<file path="src/rtl/jsine_pkg.sv">
package jsine_pkg;

    // Level reached after n ones have entered the ring:
    // round(amp * (1 - cos(pi * n / len)))
    function automatic int unsigned fill_level(int unsigned n, int unsigned amp, int unsigned len);
        real ang;
        real lvl;
        ang = 3.14159265358979 * real'(n) / real'(len);
        lvl = real'(amp) * (1.0 - $cos(ang));
        return $rtoi(lvl + 0.5);
    endfunction

    // Weight of stage i: the step between consecutive fill levels
    function automatic int unsigned stage_weight(int unsigned i, int unsigned amp, int unsigned len);
        return fill_level(i + 1, amp, len) - fill_level(i, amp, len);
    endfunction

endpackage

</file>
<file path="src/rtl/jsine_ring.sv">
module jsine_ring #(
    parameter int STAGES = 12
) (
    input  logic              clk_i,
    input  logic              rst_i,
    output logic [STAGES-1:0] stages_o,
    output logic              wrap_o
);

    localparam logic [STAGES-1:0] FIRST_ONE = {{(STAGES-1){1'b0}}, 1'b1};

    typedef struct packed {
        logic [STAGES-1:0] ring;
    } ring_t;

    ring_t st_d;
    ring_t st_q;

    always_comb begin
        st_d      = st_q;
        st_d.ring = {st_q.ring[STAGES-2:0], ~st_q.ring[STAGES-1]};
    end

    always_ff @(posedge clk_i) begin
        if (rst_i) begin
            st_q <= '0;
        end else begin
            st_q <= st_d;
        end
    end

    assign stages_o = st_q.ring;
    assign wrap_o   = (st_q.ring == '0);


    johnson_legal_chk: assert property (@(posedge clk_i) disable iff (rst_i)
        $countones(st_q.ring[STAGES-1:1] ^ st_q.ring[STAGES-2:0]) <= 1);


    wrap_step_chk: assert property (@(posedge clk_i) disable iff (rst_i)
        wrap_o |=> (st_q.ring == FIRST_ONE));


    full_step_chk: assert property (@(posedge clk_i) disable iff (rst_i)
        (&st_q.ring) |=> (st_q.ring == ~FIRST_ONE));

endmodule

</file>
<file path="src/rtl/jsine_delay.sv">
module jsine_delay #(
    parameter int STAGES = 12,
    parameter int DLY_W  = 4
) (
    input  logic              clk_i,
    input  logic              rst_i,
    input  logic              wrap_i,
    input  logic [DLY_W-1:0]  code_i,
    input  logic [STAGES-1:0] up_i,
    output logic [STAGES-1:0] bits_o
);

    localparam logic [DLY_W-1:0] TOP_CODE = DLY_W'(STAGES - 1);

    typedef struct packed {
        logic [DLY_W-1:0]  code;
        logic [STAGES-1:0] bits;
    } dly_t;

    dly_t             st_d;
    dly_t             st_q;
    logic [DLY_W-1:0] code_use;
    logic [DLY_W-1:0] tap_idx;

    always_comb begin
        st_d      = st_q;
        code_use  = wrap_i ? code_i : st_q.code;
        tap_idx   = (code_use > TOP_CODE) ? TOP_CODE : code_use;
        st_d.code = code_use;
        st_d.bits = {st_q.bits[STAGES-2:0], up_i[tap_idx]};
    end

    always_ff @(posedge clk_i) begin
        if (rst_i) begin
            st_q.code <= TOP_CODE;
            st_q.bits <= '0;
        end else begin
            st_q <= st_d;
        end
    end

    assign bits_o = st_q.bits;


    code_hold_chk: assert property (@(posedge clk_i) disable iff (rst_i)
        !wrap_i |=> $stable(st_q.code));


    code_load_chk: assert property (@(posedge clk_i) disable iff (rst_i)
        wrap_i |=> (st_q.code == $past(code_i)));

endmodule

</file>
<file path="src/rtl/jsine_summer.sv">
module jsine_summer #(
    parameter int STAGES = 12,
    parameter int AMP    = 1000,
    parameter int SUM_W  = 11,
    parameter int OUT_W  = 12
) (
    input  logic                    clk_i,
    input  logic                    rst_i,
    input  logic [STAGES-1:0]       bits_i,
    output logic signed [OUT_W-1:0] sample_o
);

    localparam logic signed [OUT_W-1:0] PEAK = OUT_W'(AMP);

    logic [SUM_W-1:0] term [STAGES];
    logic [SUM_W-1:0] acc;

    for (genvar i = 0; i < STAGES; i++) begin : g_w
        localparam int unsigned WT = jsine_pkg::stage_weight(i, AMP, STAGES);
        assign term[i] = bits_i[i] ? SUM_W'(WT) : '0;
    end

    always_comb begin
        acc = '0;
        for (int i = 0; i < STAGES; i++) begin
            acc = acc + term[i];
        end
        sample_o = $signed({1'b0, acc}) - PEAK;
    end


    range_chk: assert property (@(posedge clk_i) disable iff (rst_i)
        (sample_o >= -PEAK) && (sample_o <= PEAK));


    peak_hi_chk: assert property (@(posedge clk_i) disable iff (rst_i)
        (&bits_i) |-> (sample_o == PEAK));


    peak_lo_chk: assert property (@(posedge clk_i) disable iff (rst_i)
        (bits_i == '0) |-> (sample_o == -PEAK));

endmodule

</file>
<file path="src/rtl/jsine_gen.sv">
module jsine_gen #(
    parameter  int STAGES = 12,
    parameter  int NUM_PH = 3,
    parameter  int AMP    = 1000,
    localparam int DLY_W  = $clog2(STAGES),
    localparam int SUM_W  = $clog2(2 * AMP + 1),
    localparam int OUT_W  = SUM_W + 1,
    localparam int SEL_W  = DLY_W * (NUM_PH - 1)
) (
    input  logic                      clk_i,
    input  logic                      rst_i,
    input  logic [SEL_W-1:0]          tap_sel_i,
    output logic [OUT_W*NUM_PH-1:0]   sample_o
);

    logic [STAGES-1:0] ph_bits [NUM_PH];
    logic              wrap;

    jsine_ring #(.STAGES(STAGES)) u_ring (
        .clk_i    (clk_i),
        .rst_i    (rst_i),
        .stages_o (ph_bits[0]),
        .wrap_o   (wrap)
    );

    for (genvar p = 1; p < NUM_PH; p++) begin : g_lag
        jsine_delay #(.STAGES(STAGES), .DLY_W(DLY_W)) u_dly (
            .clk_i  (clk_i),
            .rst_i  (rst_i),
            .wrap_i (wrap),
            .code_i (tap_sel_i[(p-1)*DLY_W +: DLY_W]),
            .up_i   (ph_bits[p-1]),
            .bits_o (ph_bits[p])
        );
    end

    for (genvar p = 0; p < NUM_PH; p++) begin : g_sum
        jsine_summer #(
            .STAGES (STAGES),
            .AMP    (AMP),
            .SUM_W  (SUM_W),
            .OUT_W  (OUT_W)
        ) u_sum (
            .clk_i    (clk_i),
            .rst_i    (rst_i),
            .bits_i   (ph_bits[p]),
            .sample_o (sample_o[p*OUT_W +: OUT_W])
        );
    end


    wrap_min_chk: assert property (@(posedge clk_i) disable iff (rst_i)
        wrap |-> ($signed(sample_o[OUT_W-1:0]) == -$signed(OUT_W'(AMP))));

endmodule

</file>
<file path="config.mk">
export PLATFORM = sky130hd
export DESIGN_NAME = jsine_gen
export DESIGN_NICKNAME = d
export VERILOG_FILES = /design/src/rtl/jsine_pkg.sv /design/src/rtl/jsine_ring.sv /design/src/rtl/jsine_delay.sv /design/src/rtl/jsine_summer.sv /design/src/rtl/jsine_gen.sv
export SDC_FILE = /design/constraint.sdc
export NUM_CORES = 1
export LEC_CHECK = 0
export ABC_CLOCK_PERIOD_IN_PS = 15400
export CAP_MARGIN = 20
export CELL_PAD_IN_SITES_DETAIL_PLACEMENT = 1
export CELL_PAD_IN_SITES_GLOBAL_PLACEMENT = 2
export CORE_MARGIN = 2
export CORE_UTILIZATION = 33
export CTS_BUF_LIST = sky130_fd_sc_hd__clkbuf_8
export DETAILED_ROUTE_END_ITERATION = 16
export DONT_BUFFER_PORTS = 1
export PLACE_DENSITY_LB_ADDON = 0.1
export SLEW_MARGIN = 20
export SYNTH_ARGS = -nofsm -noshare
export SYNTH_HDL_FRONTEND = slang
export SYNTH_SLANG_ARGS = --single-unit
</file>
<file path="constraint.sdc">
create_clock -name clk_i -period 15.4 [get_ports clk_i]
set_clock_uncertainty 0.05 [all_clocks]
set_input_delay 3.85 -clock clk_i [delete_from_list [all_inputs] [get_ports clk_i]]
set_output_delay 3.85 -clock clk_i [all_outputs]
set_load 0.01 [all_outputs]
</file>
Yosys cells after proc, flatten, opt, wreduce, memory -nomap -nowiden
Cells that the tools add are included.
{"block": "word_totals", "word_cells": 91, "reg_bits": 44, "output_inout_bits": 36}
{"block": "classes", "bitwise_logic": 1, "magnitude_cmp": 4, "addsub": 36, "muxes": 44, "n_reduce_logical": 1}
{"op": "$add 11x11->11", "count": 33}
{"op": "$mux 8", "count": 18}
{"op": "$mux 9", "count": 6}
{"op": "$mux 7", "count": 6}
{"op": "$mux 6", "count": 6}
{"op": "$sub 11x10->12 const B", "count": 3}
{"op": "$mux 4", "count": 4}
{"op": "$logic_not 12->1", "count": 1}
{"op": "$lt 4x5->1 const B", "count": 2}
{"op": "$bmux 1 s4", "count": 2}
{"op": "$gt 4x4->1 const B", "count": 2}
{"op": "$mux 1", "count": 2}
{"op": "$not 1->1", "count": 1}

Logic depth before layout (Yosys ltp)
{"block": "logic_depth", "word_depth": 13, "ltp_mapped": 18, "ltp_nobuf": 18}

Cells and area by module
A second synthesis with hierarchy kept.
{"block": "unflattened", "hier_cells": 668, "area_unflattened_um2": 6396.1}
{"module": "jsine_summer at g_sum[0].u_sum ...", "area_each_um2": 1490.2, "cells_per_inst": 156, "instances": 2, "seq_area_each_um2": 0.0}
{"module": "jsine_summer at g_sum[2].u_sum", "area_each_um2": 1514.0, "cells_per_inst": 168, "instances": 1, "seq_area_each_um2": 0.0}
{"module": "jsine_delay", "area_each_um2": 737.0, "cells_per_inst": 74, "instances": 2, "seq_area_each_um2": 320.3}
{"module": "jsine_ring", "area_each_um2": 427.9, "cells_per_inst": 40, "instances": 1, "seq_area_each_um2": 240.2}

Worst setup path after synthesis
No wires, ideal clock.
{"block": "synth_path", "path_kind": "register -> output", "from": "register u_ring.st_q (netlist bit u_ring.stages_o[8])", "to": "output port sample_o[10]", "t_required_ns": 11.500, "arrival_ns": 4.780, "slack_ns": 6.720, "stages_incl_launch_ff": 16, "cell_sequence": "dfxtp_1 inv_1 fa_1 fa_1 fa_1 fa_1 inv_1 ha_1 fa_1 a21o_1 and4_1 a2111o_1 a21o_1 xnor2_1 nor3_1 xor2_1"}
{"block": "synth_via", "elab_chain_cells": 6}
{"element": "from (decl)", "line_no": "jsine_ring.sv:17", "rtl": "ring_t st_q;"}
{"element": "from (signal assigned)", "line_no": "jsine_ring.sv:28", "rtl": "st_q <= st_d;"}
{"element": "$mux 8", "line_no": "jsine_summer.sv:20", "rtl": "assign term[i] = bits_i[i] ? SUM_W'(WT) : '0;"}
{"element": "$add 11x11->11 (4 in series)", "line_no": "jsine_summer.sv:26", "rtl": "acc = acc + term[i];"}
{"element": "$sub 11x10->12", "line_no": "jsine_summer.sv:28", "rtl": "sample_o = $signed({1'b0, acc}) - PEAK;"}
{"element": "to (decl)", "line_no": "jsine_gen.sv:13", "rtl": "output logic [OUT_W*NUM_PH-1:0] sample_o"}
Every way passes these cells.

Final worst setup path
{"block": "layout_path", "from": "register g_lag[2].u_dly.st_q (netlist bit g_lag[2].u_dly.bits_o[8])", "to": "output port sample_o[34]"}
{"block": "layout_via", "elab_chain_cells": 6}
{"element": "from (decl)", "line_no": "jsine_delay.sv:21", "rtl": "dly_t st_q;"}
{"element": "from (signal assigned)", "line_no": "jsine_delay.sv:38", "rtl": "st_q <= st_d;"}
{"element": "$mux 8", "line_no": "jsine_summer.sv:20"}
{"element": "$add 11x11->11 (4 in series)", "line_no": "jsine_summer.sv:26"}
{"element": "$sub 11x10->12", "line_no": "jsine_summer.sv:28"}
Every way passes these cells.

==> metrics.cfg <==
[global_route]
antenna_found_initial=0
grt_start_max_net_pins=45
grt_pass1_vias=4782
grt_pass1_wl_mm=23.9
track_usage_pct=14.7
grt-ovfl-total=0

[drt]
wirelength_mm=13.7
dr.pass1.iters=4
drt-initial-drc-count=83
vias_per_cell=4.86
vias=4292
post-route-drc-count=0
wl_per_cell_um=15.5
detail-route-antenna-nets=0

[worst_setup_path]
crit_chain=inv_1, fa_1, inv_1, fa_1, inv_1, fa_1, inv_1, fa_1, ha_1, inv_1, fa_1, and2b_1, o2111a_1, nor3_1, or3_1, a31oi_1, nand3_1, xor2_1
crit_path_end_kind=primary output
max_stage_delay_ns=0.53
start_kind=flop
cp_slowest_cell=fa_1
required_ns=11.50
critPathArrivalTime_ns=5.45
critPathKind=flop to primary output
cp_max_fo=5

[cells_and_area]
fillers=2057
area_delta_synth_final_pct=5.24
drive_gt1_share_pct=3.36
layout_common_cells=inv_1 (151), fa_1 (93), ha_1 (69)
nets=826
finalInstanceArea_um2=6480
final_core_util_pct=35.7
multi_input_area_um2=4650
final_common_cell=inv_1
fin_cells=884
seqCellArea_um2=881
diodes=0

[floorplan]
die_w_um=141
dieHeight_um=141
core_area_um2=18100
start_util_pct=33.9
dieArea_um2=19800
ios=46
num_rows=49

[power]
ir_worst_vdd_v=0.0000304
p_total_mw=0.272
power.leakage_nw=3.16
p_per_area_nw_per_um2=41.9

[clock_tree]
cts_hold_buf=0
clk_latency_ns=0.30
cts_setup_buffers=0
htreeDepth=2
clock_sinks=44
cts_made_buffers=5
path_clk_slew_ns=0.09
ctsResizeCount=0
clock_path_buffers=2
cts_tree=built
clockRootBuffer=clkbuf_8

[sta]
final-max-slew-violation-count=0
finalCritPeriodShare_pct=60.7
rsz0062_at_grt=false
max_freq_mhz=107
setup_viol=0
hold_viol=0
tightest_slew_ns=0.553
fin_ws_ns=6.05
tns_ns=0
layout_min_cycle_time_ns=9.35
holdWs_ns=0.438
slew_headroom_pct=62.7

[logic_synthesis]
ys_seq_area_share_pct=14.3
syn_area_um2=6160
synth_seq_cells=44
synthCells=659
syn-num-nets=831
synth-main-ff-cell=dfxtp_1
ys_types=67
synth-async-reset-ratio_pct=0
synth_edf_count=0
yosys_warnings=0
syn_area_per_cell_um2=9.35

[placement]
post_dp_cell_area_um2=6390
pre_cts_ws_ns=6.37
dp.cells=876
portBuffers=0
place_congestion=0.795
dpl.hpwl_mm=11.7

[flow_run]
drv_cap=0

[hold_path]
hp-class=flop to flop

[outcome]
status=finished, final reports clean

critical path: cells and delay by family (launching register included):
| family | cells | cell delay [ns] |
|---|---|---|
| fa+ha+maj | 6 | 2.65 |
| buf+inv | 5 | 0.40 |
| flops | 1 | 0.51 |
| simple gates | 4 | 0.81 |
| xor+xnor | 1 | 0.26 |
| compound gates | 2 | 0.52 |
flip-flops by register name (all words and copies together), names as in the netlist:
name / cells
g_lag.u_dly.st_q: 8
u_ring.stages_o: 12
g_lag.u_dly.bits_o: 24
area by class of cell:
type	instances	area share, %
clock buffers	6	1.27
clock inverters	2	0.174
inverters	151	8.74
multi-input cells	452	71.8
flip-flops and latches	44	13.6
well taps	229	4.42
metal layers:
metal  GRT usage [%]  routed length [um]
met1            19.3                6460
met2            26.5                6770
met3            1.87                 359
met4            2.05                  80
met5               0                   0
synthesized netlist by cell type, types with 5 or more instances:
cell type	count	area, um^2
dfxtp_1	44	881
a21oi_1	24	120
xor2_1	22	193
nor2_1	51	191
mux2i_1	10	100
nand3_1	10	50.1
o21ai_0	13	65.1
fa_1	93	1860
nor3b_1	5	37.5
xnor2_1	16	140
clkbuf_1	9	33.8
nand2_1	20	75.1
nand2b_1	7	43.8
o21bai_1	6	45.0
ha_1	69	863
nor3_1	10	50.1
nor2b_1	7	43.8
a21o_1	7	52.6
a31oi_1	7	43.8
inv_1	150	563
a211oi_1	6	45.0
worst paths after layout:
path,from,to,slack [ns],depth (start not counted)
worst max register to register,u_ring.stages_o[3],g_lag[1].u_dly.bits_o[0],12.53,9
worst min-delay path,g_lag[1].u_dly.st_q[13],g_lag[1].u_dly.st_q[13],0.44,1
worst max-delay path,g_lag[2].u_dly.bits_o[8],sample_o[34],6.05,18
worst min register to register,g_lag[1].u_dly.st_q[13],g_lag[1].u_dly.st_q[13],0.44,1
cell families after synthesis:
family | count (synthesis) | share of synthesized area, %
XOR/XNOR | 39 | 5.77
adder cells (fa/ha/maj) | 162 | 44.2
flip-flops | 44 | 14.3
AO/OA/AOI/OAI | 101 | 11.6
multiplexers | 15 | 2.70
buffers and inverters | 163 | 10.1
AND/OR/NAND/NOR | 135 | 11.3
power by group:
group / leakage (nW) / total, mW / switching (mW) / internal [mW]
logic: 2.75 / 0.0738 / 0.0447 / 0.0291
clock network: 0.0486 / 0.0781 / 0.0422 / 0.0359
registers: 0.357 / 0.120 / 0.00313 / 0.117
Note: power is estimated with default switching activity, not from simulation.
